File: src/rtl/curtest_pkg.sv
package curtest_pkg;

  typedef enum logic [2:0] {
    CMD_DESEL = 3'd0,
    CMD_ACT   = 3'd1,
    CMD_RD    = 3'd2,
    CMD_WR    = 3'd3,
    CMD_PRE   = 3'd4
  } cmdE;

  // strobes from the sequencer to the datapath, valid for one cycle
  typedef struct packed {
    logic       issueAct;
    logic       issueRd;
    logic       issuePre;
    logic [1:0] bank;
    logic       autoPre;
    logic       loopFirst;
  } strobeT;

  // active-to-precharge clocks per grade
  function automatic int unsigned rasOf(input logic [1:0] g);
    case (g)
      2'd2:    return 7;
      2'd3:    return 8;
      default: return 6;
    endcase
  endfunction

  // row cycle clocks per grade
  function automatic int unsigned rcOf(input logic [1:0] g);
    case (g)
      2'd2:    return 10;
      2'd3:    return 11;
      default: return 9;
    endcase
  endfunction

endpackage

File: src/rtl/curtest_ctrl.sv
module curtest_ctrl
  import curtest_pkg::*;
#(
  parameter int T_RCD  = 3,
  parameter int T_RRD  = 2,
  parameter int N_BANK = 4,
  parameter int POS_W  = 4
) (
  input  logic       clk,
  input  logic       rstN,
  input  logic       enable,
  input  logic       modeSel,
  input  logic [1:0] gradeSel,
  output strobeT     strb
);

  localparam int FOUR_LEN = (N_BANK - 1) * T_RRD + T_RCD + 1;

  logic [POS_W-1:0] pos;
  logic             curMode;
  logic [1:0]       curGrade;
  logic             effMode;
  logic [1:0]       effGrade;
  logic [POS_W-1:0] lastPos;
  logic [POS_W-1:0] rasPos;

  // settings are taken live in slot 0 and held for the rest of the loop
  always_comb begin
    effMode  = (pos == '0) ? modeSel  : curMode;
    effGrade = (pos == '0) ? gradeSel : curGrade;
    rasPos   = POS_W'(rasOf(effGrade));
    if (effMode) lastPos = POS_W'(FOUR_LEN - 1);
    else         lastPos = POS_W'(rcOf(effGrade) - 1);
  end

  always_comb begin
    strb = '0;
    if (enable) begin
      strb.loopFirst = (pos == '0);
      if (!effMode) begin
        if (pos == '0)                 strb.issueAct = 1'b1;
        else if (pos == POS_W'(T_RCD)) strb.issueRd  = 1'b1;
        else if (pos == rasPos)        strb.issuePre = 1'b1;
      end else begin
        for (int b = 0; b < N_BANK; b++) begin
          if (pos == POS_W'(b * T_RRD)) begin
            strb.issueAct = 1'b1;
            strb.bank     = 2'(b);
          end
          if (pos == POS_W'(b * T_RRD + T_RCD)) begin
            strb.issueRd = 1'b1;
            strb.bank    = 2'(b);
            strb.autoPre = 1'b1;
          end
        end
      end
    end
  end

  always_ff @(posedge clk) begin
    if (!rstN) begin
      pos      <= '0;
      curMode  <= 1'b0;
      curGrade <= 2'd0;
    end else begin
      if (!enable || pos == lastPos) pos <= '0;
      else                           pos <= pos + 1'b1;
      if (pos == '0) begin
        curMode  <= modeSel;
        curGrade <= gradeSel;
      end
    end
  end

  // slot counter never runs past the loop end
  p_pos_bound_r3: assert property (@(posedge clk) disable iff (!rstN)
    pos <= lastPos);

  // latched settings do not move inside a loop
  p_cfg_hold_r9: assert property (@(posedge clk) disable iff (!rstN)
    (pos != '0 && $past(pos) != '0) |-> ($stable(curMode) && $stable(curGrade)));

endmodule

File: src/rtl/curtest_dpath.sv
module curtest_dpath
  import curtest_pkg::*;
#(
  parameter int          ROW_W     = 13,
  parameter int          COL_W     = 9,
  parameter int          DW        = 16,
  parameter int          AP_BIT    = 10,
  parameter logic [15:0] LFSR_SEED = 16'hACE1
) (
  input  logic             clk,
  input  logic             rstN,
  input  strobeT           strb,
  output logic [2:0]       cmd,
  output logic [1:0]       bank,
  output logic [ROW_W-1:0] addr,
  output logic             autoPre,
  output logic [DW-1:0]    wrData,
  output logic             loopStart
);

  localparam logic [DW-1:0] TOGGLE = {(DW / 2){2'b01}};

  logic [15:0]      lfsr;
  logic             fb;
  logic [ROW_W-1:0] rdAddr;
  logic             access;

  always_comb begin
    fb     = lfsr[15] ^ lfsr[14] ^ lfsr[12] ^ lfsr[3];
    access = strb.issueAct | strb.issueRd;
    rdAddr = '0;
    rdAddr[COL_W-1:2] = lfsr[COL_W-1:2];
    rdAddr[AP_BIT]    = strb.autoPre;
  end

  always_ff @(posedge clk) begin
    if (!rstN) begin
      lfsr      <= LFSR_SEED;
      cmd       <= CMD_DESEL;
      bank      <= '0;
      addr      <= '0;
      autoPre   <= 1'b0;
      wrData    <= '0;
      loopStart <= 1'b0;
    end else begin
      loopStart <= strb.loopFirst;
      autoPre   <= strb.issueRd & strb.autoPre;
      bank      <= access ? strb.bank : 2'd0;
      if (strb.issueAct) begin
        cmd  <= CMD_ACT;
        addr <= lfsr[ROW_W-1:0];
      end else if (strb.issueRd) begin
        cmd  <= CMD_RD;
        addr <= rdAddr;
      end else if (strb.issuePre) begin
        cmd  <= CMD_PRE;
        addr <= '0;
      end else begin
        cmd  <= CMD_DESEL;
        addr <= '0;
      end
      if (access)       lfsr   <= {lfsr[14:0], fb};
      if (strb.issueRd) wrData <= wrData ^ TOGGLE;
    end
  end

  // generator never locks up at zero
  p_lfsr_live_r7: assert property (@(posedge clk) disable iff (!rstN)
    lfsr != '0);

endmodule

File: src/rtl/curtest_pattern_gen.sv
module curtest_pattern_gen
  import curtest_pkg::*;
#(
  parameter int T_RCD  = 3,
  parameter int T_RRD  = 2,
  parameter int N_BANK = 4,
  parameter int POS_W  = 4,
  parameter int ROW_W  = 13,
  parameter int COL_W  = 9,
  parameter int DW     = 16
) (
  input  logic             clk,
  input  logic             rstN,
  input  logic             enable,
  input  logic             modeSel,
  input  logic [1:0]       gradeSel,
  output logic [2:0]       cmd,
  output logic [1:0]       bank,
  output logic [ROW_W-1:0] addr,
  output logic             autoPre,
  output logic [DW-1:0]    wrData,
  output logic             loopStart
);

  strobeT strb;

  curtest_ctrl #(
    .T_RCD(T_RCD), .T_RRD(T_RRD), .N_BANK(N_BANK), .POS_W(POS_W)
  ) ctrl_i (
    .clk(clk), .rstN(rstN), .enable(enable), .modeSel(modeSel),
    .gradeSel(gradeSel), .strb(strb)
  );

  curtest_dpath #(
    .ROW_W(ROW_W), .COL_W(COL_W), .DW(DW)
  ) dpath_i (
    .clk(clk), .rstN(rstN), .strb(strb), .cmd(cmd), .bank(bank),
    .addr(addr), .autoPre(autoPre), .wrData(wrData), .loopStart(loopStart)
  );

  p_off_desel_r1: assert property (@(posedge clk) disable iff (!rstN)
    $past(!enable) |-> (cmd == CMD_DESEL && !loopStart));

  p_start_act_r10: assert property (@(posedge clk) disable iff (!rstN)
    loopStart |-> (cmd == CMD_ACT && bank == 2'd0));

  p_autopre_rd_r6: assert property (@(posedge clk) disable iff (!rstN)
    autoPre |-> (cmd == CMD_RD && addr[10]));

  p_pre_zero_r6: assert property (@(posedge clk) disable iff (!rstN)
    (cmd == CMD_PRE) |-> (addr == '0 && bank == 2'd0 && !autoPre));

  p_no_write_r2: assert property (@(posedge clk) disable iff (!rstN)
    cmd != CMD_WR);

  p_data_hold_r8: assert property (@(posedge clk) disable iff (!rstN)
    (cmd != CMD_RD) |-> $stable(wrData));

  p_data_flip_r8: assert property (@(posedge clk) disable iff (!rstN)
    (cmd == CMD_RD) |-> ($countones(wrData ^ $past(wrData)) == DW / 2));

endmodule

File: config.mk
export PLATFORM = sky130hd
export DESIGN_NAME = curtest_pattern_gen
export DESIGN_NICKNAME = d
export VERILOG_FILES = /design/src/rtl/curtest_pkg.sv /design/src/rtl/curtest_ctrl.sv /design/src/rtl/curtest_dpath.sv /design/src/rtl/curtest_pattern_gen.sv
export SDC_FILE = /design/constraint.sdc
export NUM_CORES = 1
export LEC_CHECK = 0
export CORE_AREA = 2 2 100 102
export CTS_BUF_LIST = sky130_fd_sc_hd__clkbuf_8
export DETAILED_ROUTE_END_ITERATION = 6
export DIE_AREA = 0 0 102 104
export GPL_ROUTABILITY_DRIVEN = 0
export SKIP_CTS_REPAIR_TIMING = 1
export SLEW_MARGIN = 10
export SYNTH_ARGS = -nofsm -noshare
export SYNTH_HDL_FRONTEND = slang
export SYNTH_SLANG_ARGS = --single-unit
File: constraint.sdc
create_clock -name clk -period 5.35 [get_ports clk]
set_input_delay 0.535 -clock clk [delete_from_list [all_inputs] [get_ports clk]]
set_output_delay 0.535 -clock clk [all_outputs]
set_load 0.005 [all_outputs]
==> flow_metrics.py <==
metrics = {
    "worst_setup_path": {
        "cp_max_fo": 19,
        "cp.required_ns": 5.59,
        "reg2reg_from": "ctrl_i.pos[0]",
        "crit_type": "flip-flop to flip-flop",
        "worstSetupStartpointType": "flip-flop",
        "crit_arrival_ns": 3.18,
        "startpoint": "ctrl_i.pos[0]",
        "worst_setup_path_end_kind": "flip-flop",
    },
    "synthesis": {
        "ys.flop_type": "dfxtp_1",
        "synthTopCellsByArea": "dfxtp_1 46%, mux2i_1 11%, nand2_1 4.7%",
        "ys_async_sr_fraction": 0,
        "netlist_instances": 227,
        "synth_top_area_frac": 0.460,
        "synth_mux_area_frac": 0.135,
        "seq_area_frac_synth": 0.460,
        "synth_compound_area_frac": 0.0676,
        "synth_edf_count": 0,
        "syn_area_per_cell_um2": 9.78,
        "syn-cell-area_um2": 2220,
        "synthXorXnorAreaFrac": 0.0197,
        "synth_top_family_by_area": "simple AND/OR/NAND/NOR gates",
        "yosys_warnings": 0,
        "synth-seq-cells": 51,
        "yosys.area_share.adder": 0.0225,
        "synthDistinctLibCells": 39,
        "synthSimpleGateAreaFrac": 0.227,
        "synth_largest_area_cell": "dfxtp_1",
    },
    "hold_path": {
        "hp-class": "flip-flop to flip-flop",
        "hp-start": "dpath_i.lfsr[7]",
    },
    "timing": {
        "relSlewSlack": 0.334,
        "fmax_mhz": 339,
        "tightest_slew_ns": 0.999,
        "setup_slack_ns": 2.40,
        "final-hold-violation-count": 0,
        "slew_viol_final": 0,
        "setup_violations": 0,
        "finalWorstPathRequiredPeriod_ns": 2.95,
        "tns_ns": 0,
        "rsz0062_at_grt": "no",
        "fin_skew_ns": 0.0112,
        "finalCritPeriodShare": 0.551,
    },
    "global_route": {
        "grt_max_degree": 49,
        "grt_pass1_vias": 1509,
        "grt_pass1_wl_um": 7100,
        "overflow": 0,
        "grt_antenna_before_repair": 0,
        "grt_use_total": 0.0828,
    },
    "placement": {
        "place_ws_ns": 2.43,
        "portBuffers": 33,
        "dp_hpwl_um": 3030,
    },
    "cells_and_area": {
        "antennaDiodeCount": 0,
        "syn2layout_area_growth_pct": 22.9,
        "num-fill-cells": 1031,
        "layout_commonest_cell": "dfxtp_1",
        "final_cell_mix": "51 x dfxtp_1, 33 x clkdlybuf4s50_1, 28 x nand2_1, 25 x mux2i_1, 14 x nor2b_1",
        "nets": 266,
        "post-route-util": 0.286,
        "drive_above_1_share": 0.0586,
    },
    "pwr": {
        "p_clk_frac": 0.326,
        "switchingPower_w": 0.000189,
        "vdd_drop_max_mv": 0.156,
        "cellPowerDensity_nw_per_um2": 290,
        "intPower_w": 0.000601,
        "p_leak_nw": 1.06,
        "pwr-share-comb": 0.143,
        "swShare": 0.240,
        "power_frac_seq": 0.531,
        "total_power_w": 0.000790,
    },
    "floorplanning": {
        "die_h_um": 104,
        "die_w_um": 102,
        "dieArea_um2": 10600,
        "rows": 36,
        "io_pins": 42,
        "start_util": 0.232,
        "core-area_um2": 9550,
    },
    "cts": {
        "clk_pin_slew_ns": 0.09,
        "cts_root_buf": "clkbuf_8",
        "cts_sinks": 51,
        "cts_buffers": 5,
        "cts_tree": "yes",
        "clk_path_buf_depth": 2,
        "cts-htree-levels": 2,
        "clk-insertion-delay-late_ns": 0.30,
    },
    "routing": {
        "wirelength_um": 4270,
        "initialDrtViolationCount": 59,
        "ant_nets": 0,
        "wire_per_inst_um": 11.0,
        "dr_total_vias": 1566,
        "drt_first_pass_iters": 4,
        "drc": 0,
        "via_per_inst": 4.03,
    },
    "status": {
        "status": "finished, final reports clean",
    },
    "flow_run": {
        "maxCapViolations": 0,
    },
}
==> power groups by stage <==
stage                     clock network, W   logic, W  registers [W]
after floorplan                          0  0.0000799       0.000426
after global placement                   0   0.000112       0.000429
after detailed placement                 0   0.000114       0.000429
after CTS                         0.000272   0.000115       0.000420
after global routing              0.000283   0.000125       0.000424
final                             0.000258   0.000113       0.000420
==> path summary, 6_finish.rpt <==
| path | endpoint | slack [ns] | cells after the start |
|---|---|---|---|
| worst max-delay path | dpath_i.bank[0] | 2.40 | 6 |
| worst min-delay path | dpath_i.addr[7] | 0.46 | 2 |
| worst max register to register | dpath_i.bank[0] | 2.40 | 6 |
| worst min register to register | dpath_i.addr[7] | 0.46 | 2 |
==> critical path, stage by stage, from the launching register on <==
cell     delay (ns)
dfxtp_1        0.42
inv_1          0.14
ha_1           0.25
nor3b_4        0.35
mux2i_1        0.52
o311a_1        0.89
and4_1         0.31
==> through the flow <==
| stage | instance area, um2 | hold WS, ns | std cells |
|---|---|---|---|
| 2_1_floorplan | 2250 | 0.433 | 234 |
| 3_3_place_gp | 2630 | 0.447 | 382 |
| 3_5_place_dp | 2630 | 0.449 | 382 |
| 4_1_cts | 2730 | 0.462 | 389 |
| 5_1_grt | 2730 | 0.491 | 389 |
| 6_report | 2730 | 0.461 | 389 |
==> cell type report <==
| cell class | count | area [um2] | share of cell area |
|---|---|---|---|
| Tap cell | 133 | 166 | 0.0610 |
| Sequential cell | 51 | 1020 | 0.374 |
| Clock buffer | 5 | 68.8 | 0.0252 |
| Inverter | 6 | 22.5 | 0.00826 |
| Clock inverter | 2 | 33.8 | 0.0124 |
| Multi-Input combinational cell | 158 | 1080 | 0.395 |
| Timing Repair Buffer | 34 | 338 | 0.124 |
==> Yosys cell counts, types with 2 or more instances <==
library cell / n
mux2i_1: 25
nor2_1: 9
dfxtp_1: 51
inv_1: 6
clkbuf_1: 7
a2111oi_0: 2
or2_2: 3
nor4_1: 3
nand2b_1: 12
nand3b_1: 3
and3_1: 8
ha_1: 4
xnor2_1: 5
buf_4: 8
nor3_1: 6
nor2b_1: 14
buf_6: 3
and2_1: 2
a31oi_1: 2
a21oi_1: 3
a21boi_0: 2
o21ai_0: 3
and4_1: 2
nand2_1: 28
mux2_2: 2
==> flip-flops by register name, indices dropped and copies added, names as in the netlist <==
| signal | cells |
|---|---|
| dpath_i.addr | 13 |
| dpath_i.lfsr | 16 |
| ctrl_i.pos | 4 |
| ctrl_i.curMode | 1 |
| dpath_i.wrData | 8 |
| ctrl_i.curGrade | 2 |
| dpath_i.loopStart | 1 |
| dpath_i.cmd | 3 |
| dpath_i.bank | 2 |
| dpath_i.autoPre | 1 |
==> cells by family after synthesis <==
family / count (synthesis)
AND/OR/NAND/NOR: 93
flip-flops: 51
multiplexers: 28
buffers and inverters: 25
AO/OA/AOI/OAI: 20
XOR/XNOR: 5
adder cells (fa/ha/maj): 4
other: 1
==> routing by layer <==
layer | global-route usage | share of wire
met1 | 0.111 | 0.50
met2 | 0.130 | 0.45
met3 | 0.0249 | 0.043
met4 | 0.0200 | 0.0068
met5 | 0 | 0
(Power assumes the default switching activity.)
